**config.mk**
```make
export PLATFORM = sky130hd
export DESIGN_NAME = usb_ep_responder
export DESIGN_NICKNAME = d
export VERILOG_FILES = /design/src/rtl/usb_ep_pkg.sv /design/src/rtl/usb_ep_decode.sv /design/src/rtl/usb_ep_modereg.sv /design/src/rtl/usb_ep_responder.sv
export SDC_FILE = /design/constraint.sdc
export NUM_CORES = 1
export LEC_CHECK = 0
export BUFFER_PORTS_ARGS = -buffer_cell sky130_fd_sc_hd__buf_2
export CAP_MARGIN = 15
export CORE_MARGIN = 4
export CORE_UTILIZATION = 40
export CTS_CLUSTER_DIAMETER = 30
export DETAILED_ROUTE_END_ITERATION = 8
export PLACE_DENSITY = 0.77
export SYNTH_ARGS = -nofsm -noshare
export SYNTH_HDL_FRONTEND = slang
export SYNTH_SLANG_ARGS = --single-unit
```
**constraint.sdc**
```tcl
create_clock -name clk -period 2.3 [get_ports clk]
set_input_delay 0.345 -clock clk [delete_from_list [all_inputs] [get_ports clk]]
set_output_delay 0.345 -clock clk [all_outputs]
set_load 0.1 [all_outputs]
```
**src/rtl/usb_ep_pkg.sv**
```systemverilog
package usb_ep_pkg;

    typedef enum logic [1:0] {
        TK_SETUP = 2'd0,
        TK_IN    = 2'd1,
        TK_OUT   = 2'd2,
        TK_RSVD  = 2'd3
    } tok_e;

    typedef enum logic [1:0] {
        HS_NONE  = 2'd0,
        HS_ACK   = 2'd1,
        HS_NAK   = 2'd2,
        HS_STALL = 2'd3
    } hs_e;

    localparam logic [3:0] MD_OFF        = 4'd0;
    localparam logic [3:0] MD_NAK        = 4'd1;
    localparam logic [3:0] MD_STATUS_OUT = 4'd2;
    localparam logic [3:0] MD_STALL      = 4'd3;
    localparam logic [3:0] MD_QUIET      = 4'd4;
    localparam logic [3:0] MD_ISO_OUT    = 4'd5;

    localparam int FLAG_W     = 3;
    localparam int FLAG_SETUP = 2;
    localparam int FLAG_IN    = 1;
    localparam int FLAG_OUT   = 0;

    typedef struct packed {
        hs_e               hs;
        logic              wr;
        logic              dv;
        logic [FLAG_W-1:0] set;
        logic              force_nak;
    } resp_t;

    function automatic logic takes_setup(input logic [3:0] m);
        return (m >= MD_NAK) && (m <= MD_QUIET);
    endfunction

    function automatic logic answers_in_out(input logic [3:0] m);
        return (m == MD_NAK) || (m == MD_STATUS_OUT) || (m == MD_STALL);
    endfunction

endpackage

```
**src/rtl/usb_ep_decode.sv**
```systemverilog
module usb_ep_decode
    import usb_ep_pkg::*;
#(
    parameter int CNT_W      = 5,
    parameter int SETUP_MAX  = 10,
    parameter int STATUS_CNT = 2
) (
    input  logic [3:0]       mode,
    input  logic [1:0]       tok,
    input  logic [CNT_W-1:0] cnt,
    input  logic             crc_ok,
    output resp_t            resp
);

    localparam logic [CNT_W-1:0] SETUP_LIM = CNT_W'(SETUP_MAX);
    localparam logic [CNT_W-1:0] STAT_LEN  = CNT_W'(STATUS_CNT);

    always_comb begin
        resp = '0;
        resp.hs = HS_NONE;
        unique case (tok_e'(tok))
            TK_SETUP: begin
                if (takes_setup(mode)) begin
                    resp.set[FLAG_SETUP] = 1'b1;
                    if (crc_ok) begin
                        resp.hs        = HS_ACK;
                        resp.wr        = 1'b1;
                        resp.dv        = (cnt <= SETUP_LIM);
                        resp.force_nak = 1'b1;
                    end
                end
            end
            TK_IN: begin
                if (answers_in_out(mode)) begin
                    resp.set[FLAG_IN] = 1'b1;
                    resp.hs = (mode == MD_NAK) ? HS_NAK : HS_STALL;
                end
            end
            TK_OUT: begin
                if (mode == MD_ISO_OUT) begin
                    resp.set[FLAG_OUT] = 1'b1;
                    resp.wr = 1'b1;
                    resp.dv = crc_ok;
                end else if (answers_in_out(mode)) begin
                    resp.set[FLAG_OUT] = 1'b1;
                    if (crc_ok) begin
                        if (mode == MD_NAK)
                            resp.hs = HS_NAK;
                        else if (mode == MD_STATUS_OUT && cnt == STAT_LEN)
                            resp.hs = HS_ACK;
                        else
                            resp.hs = HS_STALL;
                    end
                end
            end
            default: resp = '0;
        endcase
    end

endmodule

```
**src/rtl/usb_ep_modereg.sv**
```systemverilog
module usb_ep_modereg
    import usb_ep_pkg::*;
(
    input  logic              clk,
    input  logic              rst,
    input  logic              cpu_wr,
    input  logic [7:0]        cpu_wdata,
    input  logic [FLAG_W-1:0] hw_set,
    input  logic              force_nak,
    output logic [3:0]        mode,
    output logic [FLAG_W-1:0] flags
);

    logic [FLAG_W-1:0] clr_mask;
    logic              unused_bit4;

    assign unused_bit4 = cpu_wdata[4];
    assign clr_mask    = cpu_wr ? ~cpu_wdata[7:5] : '0;

    always_ff @(posedge clk) begin
        if (rst) begin
            mode  <= MD_OFF;
            flags <= '0;
        end else begin
            flags <= (flags & ~clr_mask) | hw_set;
            if (force_nak)
                mode <= MD_NAK;
            else if (cpu_wr)
                mode <= cpu_wdata[3:0];
        end
    end

    AST_FLAG_HOLD: assert property (@(posedge clk) disable iff (rst)
        ((($past(flags) & ~($past(cpu_wr) ? ~$past(cpu_wdata[7:5]) : 3'b000)) & ~flags) == 3'b000));

    AST_HW_SET_WINS: assert property (@(posedge clk) disable iff (rst)
        (hw_set != '0) |=> ((flags & $past(hw_set)) == $past(hw_set)));

    AST_FORCE_NAK: assert property (@(posedge clk) disable iff (rst)
        force_nak |=> (mode == MD_NAK));

endmodule

```
**src/rtl/usb_ep_responder.sv**
```systemverilog
module usb_ep_responder
    import usb_ep_pkg::*;
#(
    parameter int CNT_W      = 5,
    parameter int SETUP_MAX  = 10,
    parameter int STATUS_CNT = 2
) (
    input  logic             clk,
    input  logic             rst,
    input  logic             tok_valid,
    input  logic [1:0]       tok_type,
    input  logic [CNT_W-1:0] byte_cnt,
    input  logic             crc_ok,
    input  logic             cpu_wr,
    input  logic [7:0]       cpu_wdata,
    output logic [1:0]       hs_code,
    output logic             buf_wr,
    output logic             data_valid,
    output logic [7:0]       ep_mode_reg
);

    logic [3:0]        mode_q;
    logic [FLAG_W-1:0] flags_q;
    resp_t             dec;
    logic [FLAG_W-1:0] hw_set;
    logic              force_nak;
    hs_e               hs_q;

    usb_ep_decode #(
        .CNT_W      (CNT_W),
        .SETUP_MAX  (SETUP_MAX),
        .STATUS_CNT (STATUS_CNT)
    ) u_decode (
        .mode   (mode_q),
        .tok    (tok_type),
        .cnt    (byte_cnt),
        .crc_ok (crc_ok),
        .resp   (dec)
    );

    assign hw_set    = tok_valid ? dec.set : '0;
    assign force_nak = tok_valid & dec.force_nak;

    usb_ep_modereg u_modereg (
        .clk       (clk),
        .rst       (rst),
        .cpu_wr    (cpu_wr),
        .cpu_wdata (cpu_wdata),
        .hw_set    (hw_set),
        .force_nak (force_nak),
        .mode      (mode_q),
        .flags     (flags_q)
    );

    always_ff @(posedge clk) begin
        if (rst) begin
            hs_q       <= HS_NONE;
            buf_wr     <= 1'b0;
            data_valid <= 1'b0;
        end else begin
            hs_q       <= tok_valid ? dec.hs : HS_NONE;
            buf_wr     <= tok_valid & dec.wr;
            data_valid <= tok_valid & dec.dv;
        end
    end

    assign hs_code     = hs_q;
    assign ep_mode_reg = {flags_q, 1'b0, mode_q};

    AST_DV_NEEDS_WR: assert property (@(posedge clk) disable iff (rst)
        data_valid |-> buf_wr);

    AST_WR_NO_REJECT: assert property (@(posedge clk) disable iff (rst)
        buf_wr |-> (hs_code == HS_NONE || hs_code == HS_ACK));

    AST_OFF_SILENT: assert property (@(posedge clk) disable iff (rst)
        (tok_valid && mode_q == MD_OFF) |=> (hs_code == HS_NONE && !buf_wr));

    AST_STALL_MODE: assert property (@(posedge clk) disable iff (rst)
        (tok_valid && mode_q == MD_STALL && tok_type == TK_IN) |=> (hs_code == HS_STALL));

    AST_ISO_NO_HS: assert property (@(posedge clk) disable iff (rst)
        (tok_valid && mode_q == MD_ISO_OUT) |=> (hs_code == HS_NONE));

    AST_NO_IDLE_OUT: assert property (@(posedge clk) disable iff (rst)
        !tok_valid |=> (hs_code == HS_NONE && !buf_wr && !data_valid));

endmodule

```
Word level (Yosys, flattened, before mapping)
Cells that the tools add are included.

storage, ports and cells
  flip-flop bits (word level) = 11
  input bits = 20
  output and inout port bits = 12
  logic and storage cells = 56

cells by class
  order comparisons = 3
  equal/unequal tests = 7
  muxes and demuxes = 24
  bitwise gates (word level) = 8
  reductions and logical operators = 8

operators with widths
  operator                                                           number
  2-to-1 mux 2 bit                                                   7
  2-to-1 mux 1 bit                                                   11
  2-to-1 mux 3 bit                                                   3
  == test 4 x 2 -> 1 bit, second input constant                      2
  inverter 3 bit                                                     2
  case mux 2 bit (3 select lines)                                    1
  == test 5 x 2 -> 1 bit, second input constant                      1
  <= comparator 5 x 4 -> 1 bit, second input constant                1
  == test 4 x 1 -> 1 bit, second input constant                      1
  == test 4 x 3 -> 1 bit, second input constant                      1
  greater-or-equal comparator 4 x 1 -> 1 bit, second input constant  1
  <= comparator 4 x 3 -> 1 bit, second input constant                1
  2-to-1 mux 4 bit                                                   1
  case mux 2 bit (2 select lines)                                    1
  OR reduction 2 bit                                                 2
  AND 1 bit                                                          3
  AND 3 bit                                                          1
  OR 3 bit                                                           1
  == test 2 x 1 -> 1 bit, second input constant                      1
  == test 2 bit, second input constant                               1
  logical AND 1 bit                                                  2
  zero test 2 bit                                                    1
  logical OR 1 bit                                                   2
  nonzero test 2 bit                                                 1
  inverter 1 bit                                                     1

Longest topological paths before layout
  depth in word-level cells = 8
  gate-level depth with buffers = 4
  mapped depth without buffers = 3

Modules after synthesis
Synthesis repeated with hierarchy kept, for this count alone.

unflattened totals
  cell total of the unflattened synthesis = 70
  area, all modules = 638.1 um^2

by module, submodules not included
  module            times used  cells an instance  area each (um^2)  seq. area each (um^2)
  usb_ep_modereg    1           26                 264.0             140.1
  usb_ep_decode     1           30                 217.7             0.0
  usb_ep_responder  1           14                 156.4             80.1

Worst setup path after synthesis
OpenSTA, ideal clock, no wires.

  path kind = flip-flop to flip-flop
  start point = register u_modereg.mode[1]
  end point = register u_modereg.mode[1]
  library setup time = 0.091 ns
  data arrival time = 1.817 ns
  required time = 2.209 ns
  setup slack = 0.392 ns
  cell stages (with the launch flop) = 4
  path buffers = 0
  clock period less this slack = 1.908 ns
  path through = dfxtp_1 -> o21ai_0 -> and3_4 -> a311oi_1

on the way
  longest elaborated chain between the ends = 6
  elaborated cells on any way between the ends = 7
  classes of those cells = order compare (2); mux (2); bitwise (1); reduce/logical (2)

ends and longest elaborated chain
  element                                                                                            RTL line                RTL
  from (decl)                                                                                        usb_ep_modereg.sv:10    output logic [3:0] mode,
  from (signal assigned)                                                                             usb_ep_modereg.sv:29    mode <= cpu_wdata[3:0];
  greater-or-equal comparator 4 x 1 -> 1 bit / <= comparator 4 x 3 -> 1 bit (equally long branches)  usb_ep_pkg.sv:38        return (m >= MD_NAK) && (m <= MD_QUIET);
  logical AND 1 bit *                                                                                usb_ep_pkg.sv:38
  2-to-1 mux 1 bit *                                                                                 usb_ep_decode.sv:23     if (takes_setup(mode)) begin
  2-to-1 mux 1 bit *                                                                                 usb_ep_decode.sv:21     unique case (tok_e'(tok))
  AND 1 bit *                                                                                        usb_ep_responder.sv:42  assign force_nak = tok_valid & dec.force_nak;
  OR reduction 2 bit (no line) *                                                                     n/a

Every way passes the cells marked *; elsewhere a longest branch is shown, timed or not.
A chain may end at the register's enable or synchronous reset.

Final worst setup path
  start point = register u_modereg.mode[0]
  end point = output port ep_mode_reg[0]

RTL lines
  element    RTL line                RTL
  to (decl)  usb_ep_responder.sv:19  output logic [7:0] ep_mode_reg

No word-level cell between the ends.

==> impl_metrics.csv <==
group,metric,value,unit
detailed_routing,drtIter0Drc,5,
sta,hold_viol_final,0,
placement,numPortBuffers,29,
detailed_routing,drc,0,
cts,ctsLongestPathBuffers,2,
critical_path,r2r_cells,3,
logic_synthesis,synth_cell_types,29,
cts,cts_made_buffers,3,
logic_synthesis,syn_inst,62,
hold_path,holdPathStages,2,
critical_path,startpoint_type,"register",
hold_path,hold_path.class,"input pin to register",
sta,rsz0062_at_grt,"no",
cts,cts_resized,0,
sta,hold_ws,0.352,ns
floorplanning,die_y,46.3,um
global_routing,grt_pass1_wl,2.26,mm
cts,clk_latency,0.27,ns
critical_path,cp.depth,1,
cts,ctsHoldBuffers,0,
critical_path,startpoint,"u_modereg.mode[0]",
logic_synthesis,synth-seq-area-share,0.375,
detailed_routing,route.antenna.remaining_nets,0,
power,total_power,464,uW
detailed_routing,viasPerCell,5.67,
global_routing,grt_pass1_vias,564,
power,vdd_drop_max,0.339,mV
logic_synthesis,syn_area,587,sq um
finish,layout-drive-gt1-share,0.387,
logic_synthesis,synth_fp_nets,82,
sta,tns,0,ns
logic_synthesis,ys_warn_count,0,
detailed_routing,vias,612,
critical_path,cp_max_fo,8,
cts,post_cts_buffers,0,
logic_synthesis,ys_ff_latch,11,
sta,skew,0.00118,ns
cts,clk_pin_slew_worst_paths,0.07,ns
sta,final-max-slew-violation-count,0,
critical_path,critPathTopFamily,"buffers and inverters",
placement,place_congestion,0.764,
critical_path,critPathArrivalTime,1.24,ns
finish,nNetsFinal,114,
critical_path,critPathCaptureType,"output port",
finish,nFillCells,136,
run_status,status,"finished clean",
detailed_routing,routed_wirelength,1.51,mm
placement,dp_hpwl,1.12,mm
power,p_per_area,606,nW/um^2
global_routing,antenna_found_initial,0,
sta,period_needed,1.59,ns
floorplanning,rows,13,
logic_synthesis,syn_avg_cell_area,9.46,sq um
critical_path,slowest_delay,0.49,ns
critical_path,reg2reg_to,"u_modereg.mode[2]",
finish,diodes,0,
global_routing,grtUsageTotal,0.151,
cts,cts_sinks,11,
critical_path,required,1.96,ns
sta,clock.fmax,0.630,GHz
floorplanning,core,1330,sq um
cts,cts_htree_levels,1,
global_routing,grt_max_degree,10,
global_routing,overflow,0,
critical_path,critPathSlowestCell,"buf_2",
critical_path,r2r_setup_slack,0.97,ns
floorplanning,io_pins,32,
critical_path,path_class,"register to output port",
critical_path,path_cells,"buf_2",
critical_path,crit_buf_inv,1,
floorplanning,initial_core_util,0.440,
floorplanning,dieArea,2140,sq um
floorplanning,fp.dieW,46.3,um
power,power_leakage,0.000339,uW
critical_path,cp-endpoint,"ep_mode_reg[0]",
cts,cts-root-buf,"clkbuf_4",
critical_path,rr_startpoint,"u_modereg.mode[1]",
sta,fin_crit_sh,0.690,
detailed_routing,avgRoutedWirePerCell,14.0,um
sta,setup_viol,0,
cts,cts_tree,"done",
run,cap_violations,0,
finish,syn_to_final_growth,30.5,%
detailed_routing,firstDrtPassIters,4,
-- metrics by stage --
step	area [sq um]	instances	worst slack [ns]	util
finish	766	108	0.712	0.574
global route	766	108	0.671	0.574
CTS	766	108	0.737	0.574
detailed placement	739	104	0.891	0.554
global placement	739	104	0.908	0.554
floorplan	587	62	0.392	-
-- cell usage after synthesis, drive strengths merged --
master / n / area [sq um]
or4: 1 / 7.51
and3: 1 / 11.3
conb: 1 / 3.75
a2111o: 1 / 11.3
nor2b: 1 / 6.26
clkbuf: 1 / 3.75
inv: 2 / 7.51
and4bb: 1 / 12.5
nor4b: 1 / 8.76
o21ai: 3 / 15.0
mux2i: 5 / 50.1
or3: 1 / 11.3
or2: 1 / 6.26
dfxtp: 11 / 220
a211oi: 1 / 7.51
nand2b: 5 / 31.3
o41ai: 1 / 8.76
buf: 1 / 7.51
a311oi: 3 / 26.3
nand3b: 5 / 37.5
a21o: 1 / 7.51
o22ai: 3 / 18.8
and4: 1 / 8.76
nor3b: 1 / 7.51
nand4bb: 1 / 11.3
nand4: 1 / 6.26
nand3: 3 / 15.0
nor2: 3 / 11.3
a31oi: 1 / 6.26
-- flip-flops by register name (all words and copies together) (netlist names) --
| name | flops |
|---|---|
| u_modereg.mode | 4 |
| buf_wr | 1 |
| data_valid | 1 |
| hs_code | 2 |
| u_modereg.flags | 3 |
-- metal layers --
metal	wire, um	share of wire	up-vias	GRT usage
li1	-	-	302	-
met5	0	0	-	0
met1	645	0.43	283	0.174
met4	44	0.029	0	0.119
met3	94	0.062	5	0.0273
met2	724	0.48	22	0.242
-- power by group --
group / internal, uW / switching [uW]
Sequential: 197 / 9.32
Clock: 67.2 / 65.1
Combinational: 37.4 / 88.0
-- area by class of cell --
cell class	count	area, sq um	area share
multi-input cells	47	348	0.454
flip-flops and latches	11	220	0.288
repair buffers	29	145	0.190
clock buffers	4	26.3	0.0343
well taps	15	18.8	0.0245
inverters	2	7.51	0.00980
-- worst min-delay path by stage --
stage                        from                 end  slack, ns
6_report                      rst   u_modereg.mode[2]       0.35
2_1_floorplan                 rst   u_modereg.mode[1]       0.42
3_3_place_gp   u_modereg.flags[1]  u_modereg.flags[1]       0.47
5_1_grt                 tok_valid   u_modereg.mode[3]       0.36
4_1_cts                 tok_valid   u_modereg.mode[3]       0.34
3_5_place_dp   u_modereg.flags[0]  u_modereg.flags[0]       0.47
-- kinds of logic after synthesis --
group | count (synthesis) | synth area share
buffers and inverters | 4 | 0.0320
AOI/OAI and AO/OA | 14 | 0.173
muxes | 5 | 0.0853
other | 1 | 0.00639
DFF | 11 | 0.375
and+or+nand+nor | 27 | 0.328
-- cell usage in the layout, fill, tap and decap left out --
cell type,synthesis,routed
or4_1,1,1
clkbuf_1,1,1
and4bb_2,1,1
dfxtp_1,11,11
buf_2,0,29
nor2b_1,1,1
nand2b_1,5,5
nor2_1,3,3
a2111o_1,1,1
inv_1,2,2
nor3b_1,1,1
o21ai_0,3,3
clkbuf_4,0,3
o22ai_1,3,3
mux2i_1,5,5
nand3_1,3,3
nor4b_1,1,1
nand3b_1,5,5
conb_1,1,1
o41ai_1,1,1
a31oi_1,1,1
a311oi_1,3,3
a211oi_1,1,1
and4_1,1,1
and3_4,1,1
a21o_1,1,1
or2_2,1,1
or3_4,1,1
nand4_1,1,1
nand4bb_1,1,1
(Power assumes the default switching activity.)
